--- src/rtl/mmap_cs_pkg.sv ---
package mmap_cs_pkg;
  localparam int unsigned TMO_W  = 16;
  localparam int unsigned ADDR_W = 28;

  typedef enum logic [1:0] {
    ACC_IDLE  = 2'd0,
    ACC_CONT  = 2'd1,
    ACC_START = 2'd2
  } acc_kind_e;
endpackage

--- src/rtl/mmap_tmo_counter.sv ---
module mmap_tmo_counter #(
  parameter int unsigned W = 16
) (
  input  logic         clk_i,
  input  logic         rst_ni,
  input  logic         en_i,
  input  logic [W-1:0] period_i,
  input  logic         stall_i,
  input  logic         reload_i,
  output logic         expire_o
);
  logic [W-1:0] cnt_q;
  logic         counting;
  logic         at_zero;

  assign counting = en_i & stall_i;
  assign at_zero  = (cnt_q == '0);
  // expiry is independent of reload_i to keep the start path loop-free
  assign expire_o = counting & at_zero;

  always_ff @(posedge clk_i or negedge rst_ni) begin
    if (!rst_ni) begin
      cnt_q <= '0;
    end else if (!counting || reload_i || at_zero) begin
      cnt_q <= period_i;
    end else begin
      cnt_q <= cnt_q - 1'b1;
    end
  end

  assert_zero_expires_R4: assert property (@(posedge clk_i) disable iff (!rst_ni)
    (en_i && stall_i && period_i == '0 && $past(!(en_i && stall_i)))
      |-> expire_o);
endmodule

--- src/rtl/mmap_cs_ctrl.sv ---
module mmap_cs_ctrl
  import mmap_cs_pkg::*;
#(
  parameter int unsigned AW = ADDR_W
) (
  input  logic          clk_i,
  input  logic          rst_ni,
  input  logic          acc_req_i,
  input  logic          acc_seq_i,
  input  logic [AW-1:0] acc_addr_i,
  input  logic          expire_i,
  output logic          start_now_o,
  output logic          cs_active_o,
  output logic          cmd_start_o,
  output logic [AW-1:0] cmd_addr_o
);
  acc_kind_e kind;
  logic      cs_q;
  logic      start_q;
  logic [AW-1:0] addr_q;

  always_comb begin
    kind = ACC_IDLE;
    if (acc_req_i) begin
      // a stream that is expiring this cycle cannot carry a sequential access
      if (cs_q && acc_seq_i && !expire_i) kind = ACC_CONT;
      else                                kind = ACC_START;
    end
  end

  assign start_now_o = (kind == ACC_START);

  always_ff @(posedge clk_i or negedge rst_ni) begin
    if (!rst_ni) begin
      cs_q    <= 1'b0;
      start_q <= 1'b0;
      addr_q  <= '0;
    end else begin
      start_q <= start_now_o;
      if (start_now_o) begin
        cs_q   <= 1'b1;
        addr_q <= acc_addr_i;
      end else if (expire_i) begin
        cs_q <= 1'b0;
      end
    end
  end

  assign cs_active_o = cs_q;
  assign cmd_start_o = start_q;
  assign cmd_addr_o  = addr_q;

  assert_cs_drop_R6: assert property (@(posedge clk_i) disable iff (!rst_ni)
    (expire_i && !acc_req_i) |=> !cs_active_o);

  assert_start_holds_cs_R9: assert property (@(posedge clk_i) disable iff (!rst_ni)
    cmd_start_o |-> cs_active_o);

  assert_seq_continue_R10: assert property (@(posedge clk_i) disable iff (!rst_ni)
    (acc_req_i && acc_seq_i && cs_active_o && !expire_i) |=> !cmd_start_o);
endmodule

--- src/rtl/mmap_tmo_flag.sv ---
module mmap_tmo_flag (
  input  logic clk_i,
  input  logic rst_ni,
  input  logic set_i,
  input  logic clr_i,
  input  logic irq_en_i,
  output logic flag_o,
  output logic irq_o
);
  logic flag_q;

  always_ff @(posedge clk_i or negedge rst_ni) begin
    if (!rst_ni)     flag_q <= 1'b0;
    else if (set_i)  flag_q <= 1'b1;  // set beats clear
    else if (clr_i)  flag_q <= 1'b0;
  end

  assign flag_o = flag_q;
  assign irq_o  = flag_q & irq_en_i;

  assert_flag_set_R7: assert property (@(posedge clk_i) disable iff (!rst_ni)
    set_i |=> flag_o);

  assert_flag_sticky_R7: assert property (@(posedge clk_i) disable iff (!rst_ni)
    (!set_i && !clr_i) |=> $stable(flag_o));
endmodule

--- src/rtl/mmap_cs_timeout.sv ---
module mmap_cs_timeout
  import mmap_cs_pkg::*;
(
  input  logic              clk_i,
  input  logic              rst_ni,
  input  logic              tmo_en_i,
  input  logic [TMO_W-1:0]  tmo_period_i,
  input  logic              tmo_irq_en_i,
  input  logic              tmo_clr_i,
  input  logic              fifo_full_i,
  input  logic              fifo_pop_i,
  input  logic              acc_req_i,
  input  logic              acc_seq_i,
  input  logic [ADDR_W-1:0] acc_addr_i,
  output logic              cs_active_o,
  output logic              cmd_start_o,
  output logic [ADDR_W-1:0] cmd_addr_o,
  output logic              cs_release_o,
  output logic              tmo_flag_o,
  output logic              tmo_irq_o
);
  logic stall;
  logic expire;
  logic start_now;
  logic cs_active;

  assign stall = fifo_full_i & ~fifo_pop_i & cs_active;

  mmap_tmo_counter #(.W(TMO_W)) u_cnt (
    .clk_i    (clk_i),
    .rst_ni   (rst_ni),
    .en_i     (tmo_en_i),
    .period_i (tmo_period_i),
    .stall_i  (stall),
    .reload_i (start_now),
    .expire_o (expire)
  );

  mmap_cs_ctrl #(.AW(ADDR_W)) u_ctrl (
    .clk_i       (clk_i),
    .rst_ni      (rst_ni),
    .acc_req_i   (acc_req_i),
    .acc_seq_i   (acc_seq_i),
    .acc_addr_i  (acc_addr_i),
    .expire_i    (expire),
    .start_now_o (start_now),
    .cs_active_o (cs_active),
    .cmd_start_o (cmd_start_o),
    .cmd_addr_o  (cmd_addr_o)
  );

  mmap_tmo_flag u_flag (
    .clk_i    (clk_i),
    .rst_ni   (rst_ni),
    .set_i    (expire),
    .clr_i    (tmo_clr_i),
    .irq_en_i (tmo_irq_en_i),
    .flag_o   (tmo_flag_o),
    .irq_o    (tmo_irq_o)
  );

  assign cs_active_o  = cs_active;
  assign cs_release_o = expire;

  assert_release_needs_stall_R2: assert property (@(posedge clk_i) disable iff (!rst_ni)
    cs_release_o |-> (fifo_full_i && !fifo_pop_i && cs_active_o));

  assert_disabled_no_release_R5: assert property (@(posedge clk_i) disable iff (!rst_ni)
    !tmo_en_i |-> !cs_release_o);

  assert_irq_gated_R8: assert property (@(posedge clk_i) disable iff (!rst_ni)
    tmo_irq_o |-> (tmo_flag_o && tmo_irq_en_i));
endmodule

--- config.mk ---
export PLATFORM = sky130hd
export DESIGN_NAME = mmap_cs_timeout
export DESIGN_NICKNAME = d
export VERILOG_FILES = /design/src/rtl/mmap_cs_pkg.sv /design/src/rtl/mmap_tmo_counter.sv /design/src/rtl/mmap_cs_ctrl.sv /design/src/rtl/mmap_tmo_flag.sv /design/src/rtl/mmap_cs_timeout.sv
export SDC_FILE = /design/constraint.sdc
export NUM_CORES = 1
export LEC_CHECK = 0
export ABC_AREA = 0
export BUFFER_PORTS_ARGS = -buffer_cell sky130_fd_sc_hd__clkbuf_2
export CAP_MARGIN = 40
export CORE_MARGIN = 3
export CORE_UTILIZATION = 51
export CTS_CLUSTER_SIZE = 12
export DETAILED_ROUTE_END_ITERATION = 6
export PLACE_DENSITY = 0.77
export SYNTH_ARGS = -nofsm -noshare
export SYNTH_HDL_FRONTEND = slang
export SYNTH_HIERARCHICAL = 1
export SYNTH_SLANG_ARGS = --single-unit
--- constraint.sdc ---
create_clock -name clk_i -period 3.94 [get_ports clk_i]
set_input_delay 0.394 -clock clk_i [delete_from_list [all_inputs] [get_ports clk_i]]
set_output_delay 0.394 -clock clk_i [all_outputs]
set_load 0.005 [all_outputs]
==> flow_metrics.tcl <==
set metrics [dict create \
    status "complete, no violations" \
    port_buffers 85 \
    core_area_um2 4880 \
    required_ns 4.12 \
    grt.met3_usage_pct 4.472 \
    r2r_end "u_cnt/cnt_q[14]" \
    wl_per_cell_um 15.38 \
    worst_setup_path_end_kind "flop" \
    max-vdd-ir-drop_v 0.0002820 \
    synthesis.instances 254 \
    grt_pass1_wl_um 10010 \
    fillCellCount 417 \
    crit_type "flop to flop" \
    setup_violations 0 \
    finalMaxSlewViolations 0 \
    io-pin-count 86 \
    cts_resized 0 \
    multi_input_area_um2 1346 \
    layout_setup_ws_ns 0.9533 \
    p_leak_nw 1.446 \
    first_global_vias 2108 \
    cp_max_fo 32 \
    drtAntennaViolNets 0 \
    cts_hold_buf 0 \
    grt_max_degree 48 \
    cp-start-kind "flop" \
    reg2reg_depth 11 \
    cts_root_buf "clkbuf_8" \
    swShare_pct 28.08 \
    netSwitchingPower_mw 0.3217 \
    placementRows 25 \
    area.growth.synth_to_final_pct 20.09 \
    firstDrtPassIters 6 \
    antenna_found_initial 0 \
    drc 0 \
    grt_use_met2_pct 32.88 \
    final_util_pct 65.59 \
    antenna_cells 0 \
    cts_tree "yes" \
    final_net_count 385 \
    avgSynthCellArea_um2 10.49 \
    grt-ovfl-total 0 \
    grt.busiest_layer "met2" \
    cts.clk_slew.worst_paths_ns 0.09 \
    drive_gt1_share_pct 36.75 \
    clkPwrFrac_pct 27.7 \
    dpl_cell_area_um2 3100 \
    final_cell_mix "clkbuf_2 (85), dfrtp_1 (47), nand2_1 (33), nand4b_1 (30), nand2b_1 (28)" \
    yosys_warnings 6 \
    dp_slack_ns 0.9835 \
    grtUsageTotal_pct 20.47 \
    dieArea_um2 6129 \
    maxCapViolCount 0 \
    clock-sinks 47 \
    slew_headroom_pct 48.55 \
    hold_class "input port to asynchronous set/reset pin" \
    finClkSkew_ns 0.01034 \
    worstSkewPairLatency_ns 0.29 \
    tightest_slew_ns 0.7647 \
    dp_hpwl_um 4335 \
    post_cts_buffers 0 \
    rsz0062_at_grt "no" \
    vias_per_cell 5.469 \
    max_freq_mhz 334.8 \
    r2r_slack_ns 0.95 \
    total_power_mw 1.146 \
    powerDensity_nw_per_um2 357.9 \
    combPwrFrac_pct 20.4 \
    seq_area_frac_synth_pct 44.13 \
    initial_utilization_pct 54.62 \
    seq_area_um2 1176 \
    cts_max_path_buffers 2 \
    htree_levels 2 \
    die_w_um 78.29 \
    synthDistinctLibCells 38 \
    grtUsageMet1_pct 27.82 \
    reg2reg_from "u_cnt/cnt_q[0]" \
    sequentialPowerShare_pct 51.9 \
    die_h_um 78.29 \
    numCtsBuffers 5 \
    final_hold_viol_count 0 \
    final_common_cell "clkbuf_2" \
    cp.arrival_ns 3.17 \
    syn_area_um2 2665 \
    p_int_mw 0.8239 \
    ys_seq_elements 47 \
    finalSetupTns_ns 0 \
    min_period_ns 2.987 \
    vias 2182 \
    drtIter0Drc 147 \
    design_area_um2 3201 \
    gp_congestion 0.8019 \
    period_share_pct 75.80 \
    totalWireLength_um 6137 \
    synth_fp_nets 308 \
]
-- worst max-delay path, stage by stage, from the launching register on --
cell and delay, ns:
dfrtp_1 0.42, inv_1 0.08, ha_1 0.18, nor3b_2 0.49, nand4_4 0.24, nor2_2 0.13
buf_4 0.28, and3b_1 0.22, nor2b_1 0.15, nor2_1 0.14, and2_4 0.23, mux2_4 0.31
-- sequential cells by signal, indices dropped and copies added, names as in the netlist --
register,count
u_cnt/cnt_q,16
u_ctrl/cmd_start_o,1
u_ctrl/cs_active_o,1
u_flag/flag_o,1
u_ctrl/cmd_addr_o,28
-- final cells by class --
type	instances	share of cell area [%]
clock buffer	8	3.127
sequential	47	36.75
multi-input combinational	182	42.06
inverter	5	0.5864
timing repair buffer	90	14.86
tap	67	2.619
-- Yosys cell counts --
cell type	number	area [µm²]
or4_1	1	7.510
nor2b_1	1	6.260
and2_1	1	6.260
buf_1	1	3.750
mux2_4	4	60.06
xnor2_1	11	96.34
nand4b_1	30	262.8
dfrtp_1	47	1176
buf_2	10	50.05
a31oi_1	3	18.77
a21o_1	2	15.01
o21ai_0	1	5.000
nand3_1	2	10.01
nor4_2	1	12.51
nor4_4	1	21.27
nor3b_2	1	12.51
a21oi_1	9	45.04
clkbuf_1	5	18.77
nand2b_1	28	175.2
or3_1	1	6.260
buf_12	1	20.02
o211ai_2	10	125.1
and2_4	1	8.760
o211ai_1	18	135.1
nand4_1	1	6.260
nand3b_1	2	15.01
o41ai_1	1	8.760
o31ai_1	1	7.510
inv_1	5	18.77
nor4_1	2	12.51
nand2_1	33	123.9
nor2_1	6	22.52
buf_6	3	33.78
mux2_2	5	56.30
ha_1	1	12.51
nand4_4	1	21.27
and3b_1	2	17.52
mux2i_1	1	10.01
-- metrics by stage --
stage	cells	hold slack (ns)
2_1_floorplan	254	0.09841
3_3_place_gp	390	0.5012
3_5_place_dp	391	0.5085
4_1_cts	399	0.2036
5_1_grt	399	0.2205
6_report	399	0.1772
-- how the worst max path moves through the flow --
stage	from	end	slack (ns)	depth (start not counted)
3_3_place_gp	u_cnt/cnt_q[0]	u_cnt/cnt_q[11]	1.09	11
5_1_grt	u_cnt/cnt_q[0]	u_cnt/cnt_q[14]	0.66	11
6_report	u_cnt/cnt_q[0]	u_cnt/cnt_q[14]	0.95	11
4_1_cts	u_cnt/cnt_q[0]	u_cnt/cnt_q[14]	0.95	11
3_5_place_dp	u_cnt/cnt_q[0]	u_cnt/cnt_q[14]	0.98	11
2_1_floorplan	u_cnt/cnt_q[0]	u_cnt/cnt_q[11]	1.08	13
-- per-layer routing --
metal | up-vias | share of wire [%]
li1 | 1072 | -
met1 | 1052 | 46
met2 | 56 | 49
met3 | 2 | 5.0
met4 | 0 | 0.47
met5 | - | 0
-- power groups by stage --
stage,clock [mW],sequential [mW],combinational (mW)
2_1_floorplan,0,0.600,0.129
3_3_place_gp,0,0.600,0.229
3_5_place_dp,0,0.604,0.236
4_1_cts,0.324,0.595,0.238
5_1_grt,0.343,0.604,0.262
6_report,0.317,0.595,0.233
-- cells by family after synthesis --
family                     after synthesis  synth area share, %
adders and majority gates                1               0.4694
AOI/OAI and AO/OA                       45                13.52
and+or+nand+nor                        115                28.08
buffers and inverters                   25                5.446
xor gates and xnor gates                11                3.615
muxes                                   10                4.742
DFF                                     47                44.13
(Power assumes the default switching activity.)
